[config.mk]
export PLATFORM = sky130hd
export DESIGN_NAME = spbank_unit
export DESIGN_NICKNAME = d
export VERILOG_FILES = /design/src/rtl/spbank_pkg.sv /design/src/rtl/spbank_decode.sv /design/src/rtl/spbank_ptr.sv /design/src/rtl/spbank_status.sv /design/src/rtl/spbank_unit.sv
export SDC_FILE = /design/constraint.sdc
export NUM_CORES = 1
export LEC_CHECK = 0
export ABC_AREA = 1
export BUFFER_PORTS_ARGS = -buffer_cell sky130_fd_sc_hd__clkbuf_2
export CAP_MARGIN = 20
export CORE_MARGIN = 3
export CORE_UTILIZATION = 40
export DETAILED_ROUTE_END_ITERATION = 10
export GPL_TIMING_DRIVEN = 0
export PLACE_DENSITY = 0.68
export SLEW_MARGIN = 10
export SYNTH_ARGS = -nofsm -noshare
export SYNTH_HDL_FRONTEND = slang
export SYNTH_SLANG_ARGS = --single-unit
[constraint.sdc]
create_clock -name clk -period 1.93 [get_ports clk]
set_input_delay 0.0965 -clock clk [delete_from_list [all_inputs] [get_ports clk]]
set_output_delay 0.0965 -clock clk [all_outputs]
set_load 0.01 [all_outputs]
[src/rtl/spbank_pkg.sv]
package spbank_pkg;

   localparam int unsigned NBANK    = 2;
   localparam int unsigned BANK_SUP = 0;
   localparam int unsigned BANK_USR = 1;

   typedef enum logic [1:0] {
      SOP_NONE = 2'd0,
      SOP_PUSH = 2'd1,
      SOP_POP  = 2'd2
   } stk_op_e;

   typedef enum logic [2:0] {
      EV_NONE     = 3'd0,
      EV_TRAP_IN  = 3'd1,
      EV_TRAP_OUT = 3'd2,
      EV_TO_USER  = 3'd3,
      EV_LOAD     = 3'd4
   } stat_ev_e;

endpackage

[src/rtl/spbank_decode.sv]
module spbank_decode
   import spbank_pkg::*;
(
   input  logic     push_i,
   input  logic     pop_i,
   input  logic     pop_ret_i,
   input  logic     to_user_i,
   input  logic     trap_enter_i,
   input  logic     trap_ret_i,
   input  logic     stat_ld_i,
   input  logic     user_q_i,
   output stk_op_e  op_o,
   output logic     bank_sel_o,
   output stat_ev_e ev_o,
   output logic     refuse_o
);

   // stack operation: push ranks above either pop flavour
   always_comb begin
      if (push_i)                 op_o = SOP_PUSH;
      else if (pop_i | pop_ret_i) op_o = SOP_POP;
      else                        op_o = SOP_NONE;
   end

   // a trap in the same cycle forces the supervisor bank
   always_comb begin
      if (trap_enter_i) bank_sel_o = 1'b0;
      else              bank_sel_o = user_q_i;
   end

   // mode/status events, highest priority first
   always_comb begin
      if (trap_enter_i)    ev_o = EV_TRAP_IN;
      else if (trap_ret_i) ev_o = EV_TRAP_OUT;
      else if (to_user_i)  ev_o = EV_TO_USER;
      else if (stat_ld_i)  ev_o = EV_LOAD;
      else                 ev_o = EV_NONE;
   end

   assign refuse_o = (ev_o == EV_LOAD) && user_q_i;

endmodule

[src/rtl/spbank_ptr.sv]
module spbank_ptr
   import spbank_pkg::*;
#(
   parameter int unsigned      PTR_W    = 16,
   parameter int unsigned      STEP     = 2,
   parameter logic [PTR_W-1:0] TOS_INIT = 16'hFF00
) (
   input  logic             clk,
   input  logic             rst_n,
   input  logic             en_i,
   input  stk_op_e          op_i,
   output logic [PTR_W-1:0] ptr_o,
   output logic [PTR_W-1:0] addr_o
);

   localparam logic [PTR_W-1:0] STEP_V = PTR_W'(STEP);

   logic [PTR_W-1:0] ptr_q;
   logic [PTR_W-1:0] ptr_dec;
   logic [PTR_W-1:0] ptr_inc;

   assign ptr_dec = ptr_q - STEP_V;
   assign ptr_inc = ptr_q + STEP_V;

   always_ff @(posedge clk or negedge rst_n) begin
      if (!rst_n) begin
         ptr_q <= TOS_INIT;
      end else if (en_i) begin
         case (op_i)
            SOP_PUSH: ptr_q <= ptr_dec;
            SOP_POP:  ptr_q <= ptr_inc;
            default:  ptr_q <= ptr_q;
         endcase
      end
   end

   // push accesses the pre-decremented word, pop the current one
   assign addr_o = (en_i && op_i == SOP_PUSH) ? ptr_dec : ptr_q;
   assign ptr_o  = ptr_q;

   assert_idle_hold_R10 : assert property (@(posedge clk) disable iff (!rst_n)
      (!en_i || op_i == SOP_NONE) |=> $stable(ptr_q));

   assert_push_step_R4 : assert property (@(posedge clk) disable iff (!rst_n)
      (en_i && op_i == SOP_PUSH) |=> ptr_q == $past(ptr_q) - STEP_V);

   assert_pop_step_R5 : assert property (@(posedge clk) disable iff (!rst_n)
      (en_i && op_i == SOP_POP) |=> ptr_q == $past(ptr_q) + STEP_V);

endmodule

[src/rtl/spbank_status.sv]
module spbank_status
   import spbank_pkg::*;
#(
   parameter int unsigned STAT_W = 8,
   parameter int unsigned U_BIT  = 7
) (
   input  logic              clk,
   input  logic              rst_n,
   input  stat_ev_e          ev_i,
   input  logic              refuse_i,
   input  logic [STAT_W-1:0] ld_data_i,
   output logic [STAT_W-1:0] stat_o,
   output logic              user_o,
   output logic              viol_o
);

   logic [STAT_W-1:0] stat_q;
   logic [STAT_W-1:0] save_q;
   logic [STAT_W-1:0] stat_d;
   logic [STAT_W-1:0] save_d;
   logic              viol_q;

   always_comb begin
      stat_d = stat_q;
      save_d = save_q;
      case (ev_i)
         EV_TRAP_IN: begin
            save_d        = stat_q;
            stat_d[U_BIT] = 1'b0;
         end
         EV_TRAP_OUT: stat_d = save_q;
         EV_TO_USER:  stat_d[U_BIT] = 1'b1;
         EV_LOAD: begin
            if (!refuse_i) begin
               stat_d        = ld_data_i;
               stat_d[U_BIT] = stat_q[U_BIT];
            end
         end
         default: ;
      endcase
   end

   always_ff @(posedge clk or negedge rst_n) begin
      if (!rst_n) begin
         stat_q <= '0;
         save_q <= '0;
         viol_q <= 1'b0;
      end else begin
         stat_q <= stat_d;
         save_q <= save_d;
         viol_q <= refuse_i;
      end
   end

   assign stat_o = stat_q;
   assign user_o = stat_q[U_BIT];
   assign viol_o = viol_q;

   assert_user_entry_R6 : assert property (@(posedge clk) disable iff (!rst_n)
      $rose(user_o) |-> ($past(ev_i) == EV_TO_USER || $past(ev_i) == EV_TRAP_OUT));

   assert_trap_clears_R7 : assert property (@(posedge clk) disable iff (!rst_n)
      (ev_i == EV_TRAP_IN) |=> !user_o);

   assert_trap_restore_R8 : assert property (@(posedge clk) disable iff (!rst_n)
      (ev_i == EV_TRAP_OUT) |=> stat_o == $past(save_q));

   assert_refused_hold_R9 : assert property (@(posedge clk) disable iff (!rst_n)
      refuse_i |=> ($stable(stat_o) && viol_o));

   assert_viol_cause_R9 : assert property (@(posedge clk) disable iff (!rst_n)
      viol_o |-> $past(ev_i == EV_LOAD && user_o));

endmodule

[src/rtl/spbank_unit.sv]
module spbank_unit
   import spbank_pkg::*;
#(
   parameter int unsigned      PTR_W    = 16,
   parameter int unsigned      STEP     = 2,
   parameter logic [PTR_W-1:0] TOS_INIT = 16'hFF00,
   parameter int unsigned      STAT_W   = 8,
   parameter int unsigned      U_BIT    = 7
) (
   input  logic              clk,
   input  logic              rst_n,
   input  logic              push_i,
   input  logic              pop_i,
   input  logic              pop_ret_i,
   input  logic              to_user_i,
   input  logic              trap_enter_i,
   input  logic              trap_ret_i,
   input  logic              stat_ld_i,
   input  logic [STAT_W-1:0] stat_ld_data_i,
   output logic [PTR_W-1:0]  stk_addr_o,
   output logic              stk_we_o,
   output logic              user_mode_o,
   output logic [STAT_W-1:0] stat_o,
   output logic              priv_viol_o
);

   localparam logic [PTR_W-1:0] STEP_V = PTR_W'(STEP);

   // elaboration-time parameter checks
   generate
      if (PTR_W < 2)                  $error("PTR_W must be at least 2");
      if (STEP == 0)                  $error("STEP must be nonzero");
      if ((TOS_INIT % STEP) != 0)     $error("TOS_INIT must be STEP aligned");
      if (U_BIT >= STAT_W)            $error("U_BIT must lie inside the status value");
   endgenerate

   stk_op_e          op;
   stat_ev_e         ev;
   logic             bank_sel;
   logic             refuse;
   logic             user_q;
   logic [PTR_W-1:0] ptr_q  [NBANK];
   logic [PTR_W-1:0] addr_b [NBANK];

   spbank_decode u_decode (
      .push_i       (push_i),
      .pop_i        (pop_i),
      .pop_ret_i    (pop_ret_i),
      .to_user_i    (to_user_i),
      .trap_enter_i (trap_enter_i),
      .trap_ret_i   (trap_ret_i),
      .stat_ld_i    (stat_ld_i),
      .user_q_i     (user_q),
      .op_o         (op),
      .bank_sel_o   (bank_sel),
      .ev_o         (ev),
      .refuse_o     (refuse)
   );

   spbank_status #(
      .STAT_W (STAT_W),
      .U_BIT  (U_BIT)
   ) u_status (
      .clk       (clk),
      .rst_n     (rst_n),
      .ev_i      (ev),
      .refuse_i  (refuse),
      .ld_data_i (stat_ld_data_i),
      .stat_o    (stat_o),
      .user_o    (user_q),
      .viol_o    (priv_viol_o)
   );

   generate
      for (genvar g = 0; g < NBANK; g++) begin : g_bank
         logic bank_en;
         assign bank_en = (bank_sel == g[0]);
         spbank_ptr #(
            .PTR_W    (PTR_W),
            .STEP     (STEP),
            .TOS_INIT (TOS_INIT)
         ) u_ptr (
            .clk    (clk),
            .rst_n  (rst_n),
            .en_i   (bank_en),
            .op_i   (op),
            .ptr_o  (ptr_q[g]),
            .addr_o (addr_b[g])
         );
      end
   endgenerate

   assign stk_addr_o  = bank_sel ? addr_b[BANK_USR] : addr_b[BANK_SUP];
   assign stk_we_o    = (op == SOP_PUSH);
   assign user_mode_o = user_q;

   assert_sup_bank_R2 : assert property (@(posedge clk) disable iff (!rst_n)
      (push_i && (trap_enter_i || !user_mode_o))
         |=> (ptr_q[BANK_SUP] == $past(ptr_q[BANK_SUP]) - STEP_V) && $stable(ptr_q[BANK_USR]));

   assert_usr_bank_R3 : assert property (@(posedge clk) disable iff (!rst_n)
      (push_i && !trap_enter_i && user_mode_o)
         |=> (ptr_q[BANK_USR] == $past(ptr_q[BANK_USR]) - STEP_V) && $stable(ptr_q[BANK_SUP]));

   assert_push_we_R4 : assert property (@(posedge clk) disable iff (!rst_n)
      push_i |-> stk_we_o);

   assert_pop_addr_R5 : assert property (@(posedge clk) disable iff (!rst_n)
      (!push_i && (pop_i || pop_ret_i) && !trap_enter_i && !user_mode_o)
         |-> (stk_addr_o == ptr_q[BANK_SUP] && !stk_we_o));

   assert_trap_bank_R7 : assert property (@(posedge clk) disable iff (!rst_n)
      (trap_enter_i && push_i) |-> stk_addr_o == ptr_q[BANK_SUP] - STEP_V);

endmodule

# Word level (Yosys, flattened, before mapping)
# Index checks and enable logic that the tools add are counted.
[totals]
ff_bits = 49
elab_cells = 45
out_inout_bits = 27
[classes]
n_addsub = 4
n_reduce_logical = 10
mux = 15
bitwise = 3
eq_ne = 7
[op_table]
columns = ["cell", "count"]
rows = [
  ["16-bit one-hot mux with 2 select lines", 2],
  ["16-bit two-way mux", 3],
  ["16-bit by 2-bit adder with 16-bit output, second input constant", 2],
  ["16-bit by 2-bit subtractor with 16-bit output, second input constant", 2],
  ["7-bit one-hot mux with 2 select lines", 1],
  ["3-bit two-way mux", 4],
  ["2-bit AND reduction", 4],
  ["7-bit two-way mux", 1],
  ["3-bit by 2-bit equality test with 1-bit output, second input constant", 2],
  ["2-bit two-way mux", 2],
  ["1-bit one-hot mux with 4 select lines", 1],
  ["2-bit nonzero test", 2],
  ["3-bit by 1-bit equality test with 1-bit output, second input constant", 1],
  ["3-bit equality test, second input constant", 1],
  ["1-bit logical AND", 3],
  ["3-bit nonzero test", 1],
  ["2-bit by 1-bit equality test with 1-bit output, second input constant", 1],
  ["2-bit equality test, second input constant", 1],
  ["2-bit inequality test, second input constant", 1],
  ["1-bit NOT", 2],
  ["1-bit two-way mux", 1],
  ["1-bit OR", 1],
]

# Depth between registers and ports, before layout
# Gate-level depths: netlist of the first run.
[logic_depth]
word_depth = 8
depth_mapped = 11
mapped_depth_nobuf = 11

# Cells and area by module
# A second synthesis of the first run with hierarchy kept.
[hier_totals]
cells_unflattened = 688
hier_area_um2 = 4424.2
[by_module_without_submodules]
columns = ["mod", "area_per_inst_um2", "instances", "cells_each"]
rows = [
  ["spbank_ptr", 1637.8, 2, 260],
  ["spbank_status", 837.1, 1, 100],
  ["spbank_unit", 246.5, 1, 54],
  ["spbank_decode", 65.1, 1, 14],
]

# Least setup slack after synthesis of the first run
# Ideal clock, no wire load.
[synth_path]
path_type = "register to output"
from = "register g_bank[0].u_ptr.ptr_q[1]"
to = "output stk_addr_o[9]"
path_buffers = 0
t_required_ns = 1.833
path_stages_with_launch = 8
setup_slack_ns = 0.479
arrival_time_ns = 1.355
path_cell_list = "dfrtp_1 inv_1 ha_1 nand3_4 o21ai_0 nand2_1 o21ai_0 nand2_1"
[synth_via]
elab_chain_len = 3
[synth_lines]
columns = ["item", "line", "rtl"]
rows = [
  ["start, declared", "spbank_ptr.sv:18", "logic [PTR_W-1:0] ptr_q;"],
  ["start signal, assigned", "spbank_ptr.sv:30", "SOP_PUSH: ptr_q <= ptr_dec;"],
  ["start signal, assigned", "spbank_ptr.sv:31", "SOP_POP: ptr_q <= ptr_inc;"],
  ["start signal, assigned", "spbank_ptr.sv:32", "default: ptr_q <= ptr_q;"],
  ["16-bit by 2-bit subtractor with 16-bit output", "spbank_ptr.sv:22", "assign ptr_dec = ptr_q - STEP_V;"],
  ["16-bit two-way mux", "spbank_ptr.sv:38", "assign addr_o = (en_i && op_i == SOP_PUSH) ? ptr_dec : ptr_q;"],
  ["16-bit two-way mux", "spbank_unit.sv:93", "assign stk_addr_o = bank_sel ? addr_b[BANK_USR] : addr_b[BANK_SUP];"],
  ["end, declared", "spbank_unit.sv:20", "output logic [PTR_W-1:0] stk_addr_o,"],
]
# Every way passes these cells.

# Final worst setup path of the first run
[layout_path]
from = "register g_bank[1].u_ptr.ptr_q[3]"
to = "output stk_addr_o[8]"
[layout_via]
elab_chain_len = 3
[layout_lines]
columns = ["item", "line"]
rows = [
  ["start, declared", "spbank_ptr.sv:18"],
  ["start signal, assigned", "spbank_ptr.sv:30"],
  ["start signal, assigned", "spbank_ptr.sv:31"],
  ["start signal, assigned", "spbank_ptr.sv:32"],
  ["16-bit by 2-bit subtractor with 16-bit output", "spbank_ptr.sv:22"],
  ["16-bit two-way mux", "spbank_ptr.sv:38"],
  ["16-bit two-way mux", "spbank_unit.sv:93"],
]
# Every way passes these cells.

==> results.txt, run 1 <==
Die Footprint - 11500 um2
Post-synthesis register bit count - 47
Syn_nets - 673
GR Util met3 - 3.25%
IO buf count - 40
Worst Min Path Start - stat_ld_data_i[5]
Sequential fraction of the synthesis area - 29.2%
Number of diodes - 0
Final slew viol count - 0
Setup crit end kind - output pin
WL per Instance - 14.3 um
GRT Overall Usage - 21.1%
Pre-antenna DRT Iters - 6
GRT met2 Usage - 34.1%
Unrepaired setup endpoints after global routing - yes
Startpoint Class - flip-flop
GRT busiest layer - met2
Post-Syn Instances - 652
Routability Congestion - 0.951
Achievable Freq - 0.525 GHz
Number of synthesized flops with an enable pin - 0
P per Cell Area - 1200 nW/um2
Site row count - 36
Post-synth ARST share - 100%
Tmin final - 1.91 ns
Final Setup Violations - 0
Synthesized area per cell - 6.28 um2
Max-slew headroom - 54.3%
Num Clock Sinks - 47
Die W - 107 um
CTS buffer count - 5
Post-route clock period utilization - 98.8%
Initial antenna violation count - 0
Status - finished clean
Worst hold path type - primary input to flip-flop
Maximum VDD drop - 460 uV
Number of vias per cell - 5.30
Setup TNS Final - 0 ns
Critical path type - flip-flop to output pin
Grt total ovfl - 0
Overall routed net length - 12200 um
Synth-to-Final Area Change - 20.9%
Share of cells above drive strength 1 - 26.6%
Clock-pin slew on the worst setup and hold paths - 0.10 ns
Cell Area, Synth - 4090 um2
Fin Hold WS - 0.0936 ns
M1 GR Usage - 28.9%
Max clock buf depth - 2
TritonCTS clock tree - done
CP arrival - 1.81 ns
Io pins - 44
Placed cell areas - 4460 um2
Power Total - 5.95 mW
Vias post-DR - 4497
Die height - 107 um
Worst Path Required - 1.83 ns
Clock Latency Late Sink - 0.31 ns
Max_cap viols - 0
Cell total after placement - 825
Initial drt markers - 362
Post-synth top area share - 21.2%
Post-synth top area cell - nand2_1
Count of cell types in the netlist - 42
Final-report hold violation count - 0
Worst setup path start - g_bank[1].u_ptr.ptr_o[3]$_DFFE_PN0P_
Remaining antenna violation count - 0
Worst slew pin tran - 0.686 ns
Origin of the critical flop-to-flop path - g_bank[1].u_ptr.ptr_o[2]$_DFFE_PN0P_
DP Wirelength - 8850 um
Largest net degree at the start of global routing - 48
Post-synth top flop - dfrtp_1
Syn. warnings - 0
# DRC - 0
Non-Filler Instances - 848
First-pass GRT wire length - 19500 um
Post-route cell area - 4950 um2
Max H-tree Level - 2
Synth area leaders - nand2_1 21%, dfrtp_1 19%, dfstp_2 10%, nand3_1 9.2%, nor2_1 6.1%
Setup Skew - 0.00762 ns
Leakage power - 2.33 nW
Initial Utilization - 41.5%
Critical path fanouts, max - 7
Root buf cell - clkbuf_8
Vias in the first global route - 4051
Core area - 9860 um2
Post-layout nets - 735
-- cell usage after synthesis, drive strengths merged, types with 4 or more instances --
| master | number |
|---|---|
| xor2 | 16 |
| clkbuf | 5 |
| buf | 30 |
| o21ai | 46 |
| a31oi | 4 |
| a21oi | 21 |
| nand2 | 235 |
| nand3 | 78 |
| dfrtp | 31 |
| dfstp | 16 |
| nand4 | 12 |
| nor3 | 5 |
| ha | 4 |
| inv | 59 |
| nor2 | 75 |
-- report_power, final --
group	switching, mW	total [mW]	internal (mW)
logic	2.07	3.43	1.36
registers	0.378	1.73	1.36
clock network	0.388	0.781	0.394
total	2.84	5.95	3.11
-- per-stage QoR --
step,setup slack (ns),utilization (%)
floorplan,0.479,-
global placement,0.197,45.2
detailed placement,0.173,45.2
CTS,0.0111,47.6
global route,-0.105,50.2
finish,0.0234,50.2
-- final timing paths --
| path | cells after the start | endpoint | slack (ns) |
|---|---|---|---|
| worst max-delay path | 8 | stk_addr_o[8] | 0.02 |
| worst min register to register | 2 | u_status.save_q[7]$_DFFE_PN0P_ | 0.51 |
| worst min-delay path | 3 | u_status.stat_o[5]$_DFFE_PN0P_ | 0.09 |
| worst max register to register | 9 | g_bank[1].u_ptr.ptr_o[9]$_DFFE_PN1P_ | 0.16 |
| max in group asynchronous | 2 | g_bank[0].u_ptr.ptr_o[7]$_DFFE_PN0P_ | 1.06 |
| min in group asynchronous | 2 | g_bank[1].u_ptr.ptr_o[6]$_DFFE_PN0P_ | 0.37 |
-- state kept, by name, summed over array words and instances (netlist names) --
signal / cells
g_bank.u_ptr.ptr_o: 30
u_status.save_q: 8
u_status.stat_o: 8
u_status.viol_o: 1
-- repair_timing --
item	4_1_cts	5_1_grt
gates resized for setup	25	60
endpoints found under the setup margin	9	12
setup buffers	5	15
pin swaps	2	9
hold buffers	1	0
endpoints found under the hold margin	31	0
-- placed cells by master (no fill, tap or decap), types with 10 or more instances in the layout --
| cell type | netlist | final |
|---|---|---|
| o21ai_1 | 6 | 11 |
| buf_2 | 16 | 16 |
| nand2_1 | 231 | 221 |
| nor2_4 | 4 | 17 |
| dfrtp_1 | 31 | 23 |
| buf_4 | 10 | 31 |
| inv_2 | 2 | 10 |
| nand2_2 | 1 | 11 |
| xor2_1 | 16 | 10 |
| o21ai_0 | 36 | 31 |
| nand4_1 | 12 | 12 |
| inv_1 | 53 | 45 |
| nand3_1 | 75 | 74 |
| a21oi_1 | 21 | 21 |
| dfstp_2 | 16 | 16 |
| clkbuf_2 | 1 | 33 |
| nor2_1 | 66 | 50 |
-- worst max-delay path: stages, from the launching register on --
cell	delay [ns]
dfrtp_1	0.38
buf_6	0.13
nor2_2	0.13
nand2_2	0.11
nor2_4	0.18
xor2_2	0.19
nand2_1	0.09
nand4_1	0.14
clkbuf_2	0.15
-- cell type report --
cell class                 count  area, um2
clock inverter                 3       47.5
fill                         986       4910
timing repair buffer          61        367
tap                          133        166
inverter                      59        231
sequential                    47       1210
clock buffer                   5       68.8
buffer                        29        196
multi-input combinational    511       2670
-- cell families (layout without fill, tap and decap cells) --
family	count (synthesis)	count (layout)	share of synthesized area (%)
simple gates	411	411	44.0
compound gates	78	78	10.8
other cells	1	1	0.0916
xor+xnor	17	17	3.64
fa+ha+maj	4	4	1.22
flops	47	47	29.2
buf+inv	94	157	11.0
-- routing by layer --
| layer | part of all wire, % | vias up | wire length [um] |
|---|---|---|---|
| li1 | - | 2220 | - |
| met1 | 44 | 2061 | 5310 |
| met2 | 46 | 196 | 5650 |
| met3 | 8.5 | 20 | 1030 |
| met4 | 1.4 | 0 | 168 |
| met5 | 0 | - | 0 |
Power figures use the tool's default switching activity.
==> run 2, diff against run 1 <==
- clock period: 1.93 -> 2.23 ns (I/O delays scaled with it)
==> run 2 against run 1 <==
  * Core utilization decreased by 3.4 points
  * Via count down 3.0%
  * Die area unchanged
  * Clock power down 14%
  * Critical path depth is the same
  * Critical path type unchanged
==> results.txt, run 2 (synthesis results as in run 1) <==
Final Setup Violations - 0 (unchanged)
TritonCTS clock tree - done (unchanged)
Tmin final - 2.09 ns
Routability Congestion - 0.951 (unchanged)
Fin Hold WS - 0.111 ns (was 0.0936 ns)
Synth-to-Final Area Change - 12.6% (was 20.9%)
Critical path fanouts, max - 6 (was 7)
Post-route clock period utilization - 93.8%
CTS buffer count - 5 (unchanged)
Initial Utilization - 41.5% (unchanged)
Num Clock Sinks - 47 (unchanged)
Share of cells above drive strength 1 - 17.8% (was 26.6%)
Commonest non-fill, non-tap cell in the layout - nand2_1 (unchanged)
Site row count - 36 (unchanged)
Setup TNS Final - 0 ns (unchanged)
Vias post-DR - 4364 (was 4497)
FF-to-FF setup slack - 0.57 ns (was 0.16 ns)
Final slew viol count - 0 (unchanged)
Sw Share - 48.2% (was 47.7%)
GRT Overall Usage - 20.7% (was 21.1%)
Status - finished clean (unchanged)
Unrepaired setup endpoints after global routing - no (was yes)
Setup crit end kind - output pin (unchanged)
Clock Latency Late Sink - 0.31 ns (about the same)
Combinational share of power - 54.4% (was 57.7%)
Setup Skew - 0.00780 ns (was 0.00762 ns)
Max clock buf depth - 2 (unchanged)
Startpoint Class - flip-flop (unchanged)
Post-layout nets - 721 (was 735)
DP Wirelength - 8850 um (unchanged)
Worst hold path type - primary input to flip-flop (unchanged)
Most frequent cells in the layout - 231 x nand2_1, 75 x nand3_1, 65 x nor2_1 (was 221 x nand2_1, 74 x nand3_1, 50 x nor2_1)
Postcts setup bufs - 0 (was 5)
Max-slew headroom - 54.0% (was 54.3%)
Die Footprint - 11500 um2 (unchanged)
Grt total ovfl - 0 (unchanged)
Worst Path Required - 2.12 ns (was 1.83 ns)
# DRC - 0 (unchanged)
Initial drt markers - 326 (was 362)
First-pass GRT wire length - 19100 um (was 19500 um)
Net Sw Power - 2.19 mW (was 2.84 mW)
Critical path type - flip-flop to output pin (unchanged)
Pre-antenna DRT Iters - 6 (unchanged)
Final-report hold violation count - 0 (unchanged)
Largest net degree at the start of global routing - 48 (unchanged)
WL per Instance - 13.9 um (was 14.3 um)
Max_cap viols - 0 (unchanged)
Clock-pin slew on the worst setup and hold paths - 0.10 ns (about the same)
Die height - 107 um (unchanged)
Leakage power - 2.24 nW (was 2.33 nW)
CP arrival - 1.98 ns (was 1.81 ns)
Remaining antenna violation count - 0 (unchanged)
P per Cell Area - 985 nW/um2 (was 1200 nW/um2)
Worst slew pin tran - 0.690 ns (was 0.686 ns)
Number of vias per cell - 5.23 (was 5.30)
Initial antenna violation count - 0 (unchanged)
Achievable Freq - 0.478 GHz
Vias in the first global route - 3977 (was 4051)
Clk pwr share - 14.8% (was 13.1%)
Number of diodes - 0 (unchanged)
Root buf cell - clkbuf_8 (unchanged)
Largest register FFs - 30 (unchanged)
Internal - 2.35 mW (was 3.11 mW)
Io pins - 44 (unchanged)
Core area - 9860 um2 (unchanged)
Fillers - 1040 (was 986)
Maximum VDD drop - 387 uV (was 460 uV)
Overall routed net length - 11600 um (was 12200 um)
Flop pwr share - 30.8% (was 29.1%)
Die W - 107 um (unchanged)
IO buf count - 40 (unchanged)
Max H-tree Level - 2 (unchanged)
## run 2: worst paths after layout
kind                       depth (start not counted)                                   end                            startpoint
setup / recovery                                   8                         stk_addr_o[7]  g_bank[0].u_ptr.ptr_o[1]$_DFFE_PN0P_
hold / removal                                     3        u_status.stat_o[5]$_DFFE_PN0P_                     stat_ld_data_i[5]
setup reg to reg                                   8  g_bank[1].u_ptr.ptr_o[9]$_DFFE_PN1P_  g_bank[1].u_ptr.ptr_o[2]$_DFFE_PN0P_
hold reg to reg                                    2        u_status.save_q[7]$_DFFE_PN0P_        u_status.save_q[7]$_DFFE_PN0P_
max in group asynchronous                          2  g_bank[0].u_ptr.ptr_o[1]$_DFFE_PN0P_                                 rst_n
min in group asynchronous                          2  g_bank[1].u_ptr.ptr_o[6]$_DFFE_PN0P_                                 rst_n
## run 2: area by class of cell
| cell class | count | area (um2) | area share [%] |
|---|---|---|---|
| Buffer | 35 | 220 | 4.78 |
| Clock buffer | 5 | 68.8 | 1.49 |
| Clock inverter | 3 | 47.5 | 1.03 |
| Inverter | 59 | 231 | 5.02 |
| Multi-Input combinational cell | 511 | 2470 | 53.5 |
| Sequential cell | 47 | 1200 | 26.0 |
| Tap cell | 133 | 166 | 3.61 |
| Timing Repair Buffer | 41 | 213 | 4.61 |
## run 2: critical path, cell delays in order (launching register included)
cell and delay (ns):
dfrtp_2 0.46, inv_1 0.13, ha_1 0.24, nand3_4 0.14, o21ai_0 0.24, nand2_1 0.07
nand2_1 0.06, nand4_1 0.15, clkbuf_2 0.17
## run 2: metal layers
layer | share of wire (%) | wire (um) | up-vias | global-route usage (%)
met4 | 1.3 | 152 | 0 | 6.30
met3 | 8.7 | 1010 | 14 | 3.01
li1 | - | - | 2185 | -
met1 | 44 | 5150 | 1994 | 28.4
met5 | 0 | 0 | - | 0
met2 | 46 | 5290 | 171 | 33.5
## run 2: timing repair
action,4_1_cts,5_1_grt
endpoints found under the hold margin,31,0
gates resized for setup,0,6
hold buffers,1,0
setup endpoints to repair,0,4
## run 2: metrics by stage
stage / utilization [%] / std cells / cell area, um2 / setup slack (ns) / power (mW)
finish: 46.7 / 834 / 4610 / 0.139 / 4.54
global route: 46.7 / 834 / 4610 / 0.00704 / 4.94
CTS: 46.5 / 834 / 4590 / 0.0991 / 4.52
detailed placement: 45.2 / 825 / 4460 / 0.458 / 3.82
global placement: 45.2 / 825 / 4460 / 0.482 / 3.76
floorplan: - / 652 / 4090 / 0.764 / 3.16
## run 2: power groups by stage
stage          registers [mW]  logic (mW)  clock network [mW]
6_report                 1.40        2.47               0.674
5_1_grt                  1.43        2.78               0.727
4_1_cts                  1.39        2.43               0.696
3_5_place_dp             1.41        2.42                   0
3_3_place_gp             1.40        2.36                   0
2_1_floorplan            1.35        1.81                   0
